==> config.mk <==
export PLATFORM = sky130hd
export DESIGN_NAME = wave_combiner
export DESIGN_NICKNAME = d
export VERILOG_FILES = /design/src/rtl/wc_pkg.sv /design/src/rtl/wc_shape.sv /design/src/rtl/wc_mix.sv /design/src/rtl/wc_hold.sv /design/src/rtl/wave_combiner.sv
export SDC_FILE = /design/constraint.sdc
export NUM_CORES = 1
export LEC_CHECK = 0
export BUFFER_PORTS_ARGS = -buffer_cell sky130_fd_sc_hd__buf_4
export CAP_MARGIN = 20
export CORE_ASPECT_RATIO = 0.7
export CORE_MARGIN = 2
export CORE_UTILIZATION = 52
export DETAILED_ROUTE_END_ITERATION = 7
export GPL_TIMING_DRIVEN = 0
export PLACE_DENSITY = 0.85
export SETUP_SLACK_MARGIN = 0.2
export SYNTH_ARGS = -nofsm -noshare
export SYNTH_HDL_FRONTEND = slang
export SYNTH_SLANG_ARGS = --single-unit
==> constraint.sdc <==
create_clock -name clk_i -period 4.8 [get_ports clk_i]
set_input_delay 0 -clock clk_i [delete_from_list [all_inputs] [get_ports clk_i]]
set_output_delay 0 -clock clk_i [all_outputs]
set_load 0.02 [all_outputs]
==> src/rtl/wc_pkg.sv <==
package wc_pkg;
  localparam int unsigned ACC_W  = 24;
  localparam int unsigned WAVE_W = 12;
  localparam int unsigned SEL_W  = 4;

  localparam int unsigned SEL_TRI = 0;
  localparam int unsigned SEL_SAW = 1;
  localparam int unsigned SEL_PUL = 2;
  localparam int unsigned SEL_NOI = 3;

  typedef logic [WAVE_W-1:0] wave_t;

  typedef enum logic {
    MDL_A = 1'b0,
    MDL_B = 1'b1
  } model_e;

  localparam wave_t THR_A = 12'hF00;
  localparam wave_t THR_B = 12'hFC0;

  function automatic wave_t np_rule_a(input wave_t v);
    wave_t r;
    if (v < THR_A) r = '0;
    else           r = v & (v << 1) & (v << 2);
    return r;
  endfunction

  function automatic wave_t np_rule_b(input wave_t v);
    wave_t r;
    if (v < THR_B) r = v & (v << 1);
    else           r = THR_B;
    return r;
  endfunction
endpackage

==> src/rtl/wc_shape.sv <==
module wc_shape
  import wc_pkg::*;
(
  input  logic [ACC_W-1:0] acc_i,
  input  logic             pulse_lvl_i,
  input  logic             ring_en_i,
  input  logic             sync_msb_i,
  output wave_t            tri_o,
  output wave_t            saw_o,
  output wave_t            pul_o
);
  localparam int unsigned TOP    = ACC_W - 1;
  localparam int unsigned LO     = ACC_W - WAVE_W;
  localparam int unsigned FOLD_W = WAVE_W - 1;

  logic              fold_msb;
  logic [FOLD_W-1:0] fold_bits;

  // ring term replaces the fold bit with msb ^ ~sync
  assign fold_msb  = acc_i[TOP] ^ (ring_en_i & ~sync_msb_i);
  assign fold_bits = acc_i[TOP-1:LO] ^ {FOLD_W{fold_msb}};

  assign tri_o = {fold_bits, 1'b0};
  assign saw_o = acc_i[TOP:LO];
  assign pul_o = {WAVE_W{pulse_lvl_i}};
endmodule

==> src/rtl/wc_mix.sv <==
module wc_mix
  import wc_pkg::*;
(
  input  logic             clk_i,
  input  logic             rst_ni,
  input  logic [SEL_W-1:0] sel_i,
  input  model_e           model_i,
  input  wave_t            tri_i,
  input  wave_t            saw_i,
  input  wave_t            pul_i,
  input  wave_t            noise_i,
  output wave_t            mix_o
);
  wave_t shapes [SEL_W];
  wave_t and_v;

  assign shapes[SEL_TRI] = tri_i;
  assign shapes[SEL_SAW] = saw_i;
  assign shapes[SEL_PUL] = pul_i;
  assign shapes[SEL_NOI] = noise_i;

  always_comb begin
    and_v = '1;
    for (int i = 0; i < SEL_W; i++) begin
      if (sel_i[i]) and_v &= shapes[i];
    end
  end

  always_comb begin
    mix_o = and_v;
    if (sel_i[SEL_NOI] && sel_i[SEL_PUL]) begin
      if (model_i == MDL_A) mix_o = np_rule_a(and_v);
      else                  mix_o = np_rule_b(and_v);
    end
  end


  rule_a_thr_chk: assert property (@(posedge clk_i) disable iff (!rst_ni)
    (sel_i[SEL_NOI] && sel_i[SEL_PUL] && model_i == MDL_A && mix_o != '0)
      |-> (and_v >= THR_A));


  rule_b_cap_chk: assert property (@(posedge clk_i) disable iff (!rst_ni)
    (sel_i[SEL_NOI] && sel_i[SEL_PUL] && model_i == MDL_B) |-> (mix_o <= THR_B));
endmodule

==> src/rtl/wc_hold.sv <==
module wc_hold
  import wc_pkg::*;
#(
  parameter int unsigned FADE_CYCLES = 64
) (
  input  logic  clk_i,
  input  logic  rst_ni,
  input  logic  sel_any_i,
  input  wave_t mix_i,
  output wave_t wave_o
);
  localparam int unsigned CNT_W = $clog2(FADE_CYCLES + 1);
  localparam logic [CNT_W-1:0] CNT_MAX = CNT_W'(FADE_CYCLES);
  localparam logic [CNT_W-1:0] CNT_ONE = CNT_W'(1);

  logic [CNT_W-1:0] cnt_q;
  wave_t            wave_q;

  always_ff @(posedge clk_i or negedge rst_ni) begin
    if (!rst_ni) begin
      cnt_q  <= '0;
      wave_q <= '0;
    end else if (sel_any_i) begin
      cnt_q  <= CNT_MAX;
      wave_q <= mix_i;
    end else if (cnt_q != '0) begin
      cnt_q <= cnt_q - CNT_ONE;
      if (cnt_q == CNT_ONE) wave_q <= '0;
    end
  end

  assign wave_o = wave_q;


  fade_hold_chk: assert property (@(posedge clk_i) disable iff (!rst_ni)
    (!sel_any_i && cnt_q != CNT_ONE) |=> $stable(wave_q));


  fade_clear_chk: assert property (@(posedge clk_i) disable iff (!rst_ni)
    (!sel_any_i && cnt_q == CNT_ONE) |=> (wave_q == '0));


  fade_reload_chk: assert property (@(posedge clk_i) disable iff (!rst_ni)
    sel_any_i |=> (cnt_q == CNT_MAX));
endmodule

==> src/rtl/wave_combiner.sv <==
module wave_combiner
  import wc_pkg::*;
#(
  parameter int unsigned FADE_CYCLES = 64
) (
  input  logic        clk_i,
  input  logic        rst_ni,
  input  logic [23:0] acc_i,
  input  logic        pulse_lvl_i,
  input  logic [11:0] noise_i,
  input  logic [3:0]  sel_i,
  input  logic        ring_en_i,
  input  logic        sync_msb_i,
  input  logic        model_i,
  output logic [11:0] wave_o,
  output logic [7:0]  osc_o,
  output logic        noise_wb_o,
  output logic        acc_msb_we_o,
  output logic        acc_msb_o
);
  localparam int unsigned OSC_W = 8;
  localparam logic [SEL_W-1:0] WB_MIN = SEL_W'(8);
  localparam logic [SEL_W-1:0] NOT_SAW = ~(SEL_W'(1) << SEL_SAW);

  wave_t  tri_w, saw_w, pul_w, mix_w, wave_w;
  model_e model_w;
  logic   amsb_we_d, amsb_d;
  logic   wb_q, amsb_we_q, amsb_q;

  assign model_w = model_e'(model_i);

  wc_shape u_shape (
    .acc_i       (acc_i),
    .pulse_lvl_i (pulse_lvl_i),
    .ring_en_i   (ring_en_i),
    .sync_msb_i  (sync_msb_i),
    .tri_o       (tri_w),
    .saw_o       (saw_w),
    .pul_o       (pul_w)
  );

  wc_mix u_mix (
    .clk_i   (clk_i),
    .rst_ni  (rst_ni),
    .sel_i   (sel_i),
    .model_i (model_w),
    .tri_i   (tri_w),
    .saw_i   (saw_w),
    .pul_i   (pul_w),
    .noise_i (noise_i),
    .mix_o   (mix_w)
  );

  wc_hold #(.FADE_CYCLES(FADE_CYCLES)) u_hold (
    .clk_i     (clk_i),
    .rst_ni    (rst_ni),
    .sel_any_i (sel_i != '0),
    .mix_i     (mix_w),
    .wave_o    (wave_w)
  );

  // saw shorted with another shape can pull the accumulator top bit low
  assign amsb_we_d = (model_w == MDL_A) && sel_i[SEL_SAW] && ((sel_i & NOT_SAW) != '0);
  assign amsb_d    = amsb_we_d & acc_i[ACC_W-1] & mix_w[WAVE_W-1];

  always_ff @(posedge clk_i or negedge rst_ni) begin
    if (!rst_ni) begin
      wb_q      <= 1'b0;
      amsb_we_q <= 1'b0;
      amsb_q    <= 1'b0;
    end else begin
      wb_q      <= (sel_i > WB_MIN);
      amsb_we_q <= amsb_we_d;
      amsb_q    <= amsb_d;
    end
  end

  assign wave_o       = wave_w;
  assign osc_o        = wave_w[WAVE_W-1 -: OSC_W];
  assign noise_wb_o   = wb_q;
  assign acc_msb_we_o = amsb_we_q;
  assign acc_msb_o    = amsb_q;


  wb_set_chk: assert property (@(posedge clk_i) disable iff (!rst_ni)
    (sel_i > WB_MIN) |=> noise_wb_o);


  wb_clr_chk: assert property (@(posedge clk_i) disable iff (!rst_ni)
    (sel_i <= WB_MIN) |=> !noise_wb_o);


  amsb_val_chk: assert property (@(posedge clk_i) disable iff (!rst_ni)
    acc_msb_o |-> (acc_msb_we_o && wave_o[WAVE_W-1]));


  amsb_model_chk: assert property (@(posedge clk_i) disable iff (!rst_ni)
    (model_i == 1'b1) |=> !acc_msb_we_o);
endmodule

# Word level (Yosys, flattened, before mapping)
# Index checks and enable logic that the tools add are counted.
[totals]
reg_bits = 22
word_cells = 44
[classes]
addsub = 1
n_lt_le_gt_ge = 3
eq_ne = 1
mux = 13
n_bitwise = 12
reduce_logical = 9
[op_table]
columns = ["op", "n"]
rows = [
  ["12-bit two-way mux", 11],
  ["12-bit AND", 5],
  ["12-bit < comparator (second input constant)", 2],
  ["7-bit two-way mux", 2],
  ["11-bit bitwise XOR", 1],
  ["4-bit nonzero test", 2],
  ["7-bit by 1-bit equality test with 1-bit output (second input constant)", 1],
  ["7-bit nonzero test", 1],
  ["7-bit by 1-bit subtractor with 7-bit output (second input constant)", 1],
  ["4-bit > comparator (second input constant)", 1],
  ["2-bit nonzero test", 2],
  ["1-bit AND", 3],
  ["1-bit logical AND", 3],
  ["1-bit NOT", 2],
  ["2-bit AND reduction", 1],
  ["1-bit bitwise XOR", 1],
]

# Longest topological paths before layout
[logic_depth]
ltp_word = 17
depth_mapped = 9

# Hierarchy
# From an unflattened synthesis, not the netlist that was laid out.
[unflattened]
hier_cells = 253
area_unflattened_um2 = 2222.1
[by_module_without_submodules]
columns = ["module", "instances", "cells_per_inst", "area_per_inst_um2"]
rows = [
  ["wc_hold", 1, 81, 917.1],
  ["wc_mix", 1, 104, 713.2],
  ["wc_shape", 1, 51, 414.1],
  ["wave_combiner", 1, 17, 177.7],
]

# Worst setup path after synthesis
# No wires, ideal clock.
[synth_path]
path_kind = "register to register"
start = "register u_hold.cnt_q[3]"
end = "register u_hold.wave_q[6] (netlist: u_hold.wave_o[6])"
t_arrival_ns = 1.495
required_time_ns = 4.669
path_slack_ns = 3.174
path_stages_with_launch = 5
period_less_slack_ns = 1.626
cell_sequence = "dfrtp_1 > nor3_1 > a41oi_1 > a22o_1 > or3_1"
[synth_between]
elab_chain_len = 3
[synth_lines]
columns = ["element", "line_no", "rtl"]
rows = [
  ["start: declaration", "wc_hold.sv:16", "logic [CNT_W-1:0] cnt_q;"],
  ["start signal: assignment", "wc_hold.sv:27", "cnt_q <= cnt_q - CNT_ONE;"],
  ["7-bit by 1-bit equality test with 1-bit output or 7-bit nonzero test (tied branches)", "wc_hold.sv:28, wc_hold.sv:26", ""],
  ["2-bit nonzero test (no source line)", "-", ""],
  ["2-bit AND reduction (no source line) *", "-", ""],
  ["end signal: assignment", "wc_hold.sv:25", "wave_q <= mix_i;"],
  ["end: declaration", "wc_hold.sv:17", "wave_t wave_q;"],
]
# Every way passes the cells marked *; elsewhere a longest branch is shown, timed or not.
# A chain may end at the register's enable or synchronous reset.

# Worst setup path after layout
[layout_path]
start = "input sel_i[1]"
end = "register u_hold.wave_q[4] (netlist: u_hold.wave_o[4])"
[layout_between]
elab_chain_len = 11
[layout_lines]
columns = ["element", "line_no", "rtl"]
rows = [
  ["start: declaration", "wave_combiner.sv:11", "input logic [3:0] sel_i,"],
  ["branches (longest 11 deep; another with 12-bit < comparator)", "-", ""],
]
# Several ways; the timed one is not identified.

==> impl_metrics.tcl <==
set metrics [dict create \
    power.total_w 0.0005853 \
    netlist_area_um2 1675 \
    dp_hpwl_um 3437 \
    ctsHtreeMaxLevel 1 \
    grt.overflow.total 0 \
    hp-class "in2reg" \
    pre_cts_ws_ps 2837 \
    cp_top_family "buffers and inverters" \
    worstPathArrival_ps 2480 \
    grt_pass1_wl_um 7479 \
    antenna_found_initial 0 \
    power.leakage_nw 1.016 \
    setup_viol 0 \
    status "finished clean" \
    die-area_um2 3699 \
    first_pass_iters 5 \
    rsz0062_at_grt "false" \
    crit_path_max_incr_delay_ps 540 \
    synth_seq_area_share 0.3286 \
    endpoint_kind "flop" \
    syn2layout_area_growth_pct 31.89 \
    grt_max_degree 23 \
    worst-path-buf-inv 5 \
    vias 1744 \
    critical-path-slowest-cell "dlygate4sd3_1" \
    synth_top_area_cell "dfrtp_1" \
    cts_sinks 22 \
    power_density_nw_per_um2 264.9 \
    cts-buffers-inserted 3 \
    worst_pin_slew_ps 529.2 \
    yosysWarnings 0 \
    ys_top_cells_by_area "dfrtp_1 33%, xnor2_1 6.8%, a21oi_1 5.1%, o221ai_1 4.2%, buf_4 3.6%" \
    syn_area_per_cell_um2 8.592 \
    stdcell_count 292 \
    clock_skew_ps 1.291 \
    ant_nets 0 \
    cp_cell_sequence "dlygate4sd3_1 > buf_4 > inv_1 > clkbuf_1 > nand2_1 > a41oi_1 > clkbuf_1 > nand2_1 > a32oi_1" \
    cap_violations 0 \
    placedCellCount 286 \
    synth_cell_types 48 \
    slew_violations 0 \
    clkTransAtPathRegs_ps 80 \
    synth_top_area_frac 0.3286 \
    synth-edff-count 0 \
    die_height_um 51.49 \
    async_flop_share 1.000 \
    clockBufferDepth 2 \
    clkLatencyLatePin_ps 260 \
    max_slew_margin 0.6455 \
    cp_max_fo 10 \
    required_ps 4980 \
    fin_nets 303 \
    coreArea_um2 3105 \
    chipWidth_um 71.84 \
    syn_inst 195 \
    crit_type "in2reg" \
    n_antenna_cell 0 \
    wl_per_cell_um 15.22 \
    cts-root-buf "clkbuf_8" \
    drive_above_1_share 0.3268 \
    fill_cells 246 \
    gp_congestion 0.9026 \
    setup_slack_ps 2499 \
    synth_ff_type "dfrtp_1" \
    ir_drop_uv 176.5 \
    cts_tree "yes" \
    grt_usage 0.2562 \
    hold_violations 0 \
    grt_pass1_vias 1620 \
    io_buffers 52 \
    syn_nets 243 \
    routed_wl_um 4445 \
    ys_seq_elements 22 \
    worstSetupStartpointType "primary input" \
    max_freq_ghz 0.4346 \
    drcViolationCount 0 \
    finalCriticalPeriod_ps 2301 \
    initial_core_util 0.5395 \
    vias_per_cell 5.973 \
    std_cell_rows 17 \
    period_share 0.4793 \
    finalSetupTns_ps 0 \
    ios 69 \
    drtIter0Drc 122 \
]
## synthesized netlist by cell type (all sizes together) (2+ instances only)
cell type,count
xnor2,14
xor2,2
o221ai,8
o21a,2
a21oi,17
a32oi,2
buf,13
a22o,4
o221a,2
inv,8
nand3,9
dfrtp,22
a41oi,2
a311o,2
or3,6
ha,2
nand2,17
o21ai,10
clkbuf,6
a31oi,4
o2111ai,2
nor2,16
a211oi,2
nor3,6
nand2b,2
## cell usage in the layout (no fill, tap or decap), types with 2 or more instances in the layout
master,n
inv_1,8
nor2_1,16
a22o_1,4
o21ai_0,10
a31oi_1,3
buf_4,60
o2111ai_1,2
nand3_1,8
a311o_1,2
dfrtp_1,22
clkbuf_1,6
clkbuf_8,3
nor3_1,6
nand2_1,16
dlygate4sd3_1,2
xnor2_1,13
o221a_2,2
a211oi_1,2
o221ai_1,8
a21oi_1,17
ha_1,2
buf_2,6
nand2b_1,2
o21a_1,2
or3_1,5
a32oi_1,2
## what timing repair did
action | CTS | global route
endpoints found under the hold margin | 23 | 0
gates resized for setup | 0 | 0
hold buffers | 2 | 0
setup buffers | 0 | 0
## path summary, 6_finish.rpt
path,startpoint,endpoint,slack [ps],depth (start not counted)
max in group asynchronous,rst_ni,u_hold.wave_o[5],4430,2
setup / recovery,sel_i[1],u_hold.wave_o[4],2500,9
setup reg to reg,u_hold.cnt_q[3],u_hold.wave_o[6],2900,4
min in group asynchronous,rst_ni,u_hold.wave_o[10],160,2
hold / removal,acc_i[23],acc_msb_o,40,3
hold reg to reg,u_hold.wave_o[3],u_hold.wave_o[3],510,2
## tightest hold or removal path: cells and delay by family
kind,cells,cell delay [ps]
and+or+nand+nor,2,110
buffers and inverters,1,160
## through the flow
step	instance area, um2	utilization	hold slack [ps]
after floorplan	1675	-	-295.6
after global routing	2210	0.7115	43.95
after detailed placement	2118	0.6821	-95.94
final	2210	0.7115	41.38
after CTS	2210	0.7115	40.75
after global placement	2113	0.6805	-97.42
## area by class of cell
type | instances | area, um2 | area share
Inverter | 8 | 30.03 | 0.01359
Tap cell | 38 | 47.55 | 0.02152
Clock inverter | 1 | 30.03 | 0.01359
Multi-Input combinational cell | 146 | 987.2 | 0.4468
Buffer | 19 | 107.6 | 0.04870
Sequential cell | 22 | 550.5 | 0.2492
Timing Repair Buffer | 55 | 415.4 | 0.1880
Clock buffer | 3 | 41.29 | 0.01869
## layer usage
metal  vias up  part of all wire  track usage
met5         -                 0            0
met4         0            0.0072      0.03774
met3         9             0.089      0.05620
met2        81              0.45       0.4120
met1       823              0.46       0.3646
li1        831                 -            -
## sequential cells by signal, indices dropped and copies added (netlist names)
signal         flops
u_hold.wave_o     12
noise_wb_o         1
acc_msb_o          1
u_hold.cnt_q       7
acc_msb_we_o       1
## report_power, final
group          switching (W)  total [W]  internal (W)
clock              0.0000593   0.000171      0.000111
combinational       0.000109   0.000204     0.0000950
sequential         0.0000112   0.000210      0.000199
## cells by family after synthesis
kind of cell / Yosys count / share of synthesized area
adders and majority gates: 2 / 0.01493
and+or+nand+nor: 63 / 0.1897
DFF: 22 / 0.3286
buffers and inverters: 27 / 0.08215
xor gates and xnor gates: 16 / 0.09933
AOI/OAI and AO/OA: 65 / 0.2853
Note: power is estimated with default switching activity, not from simulation.
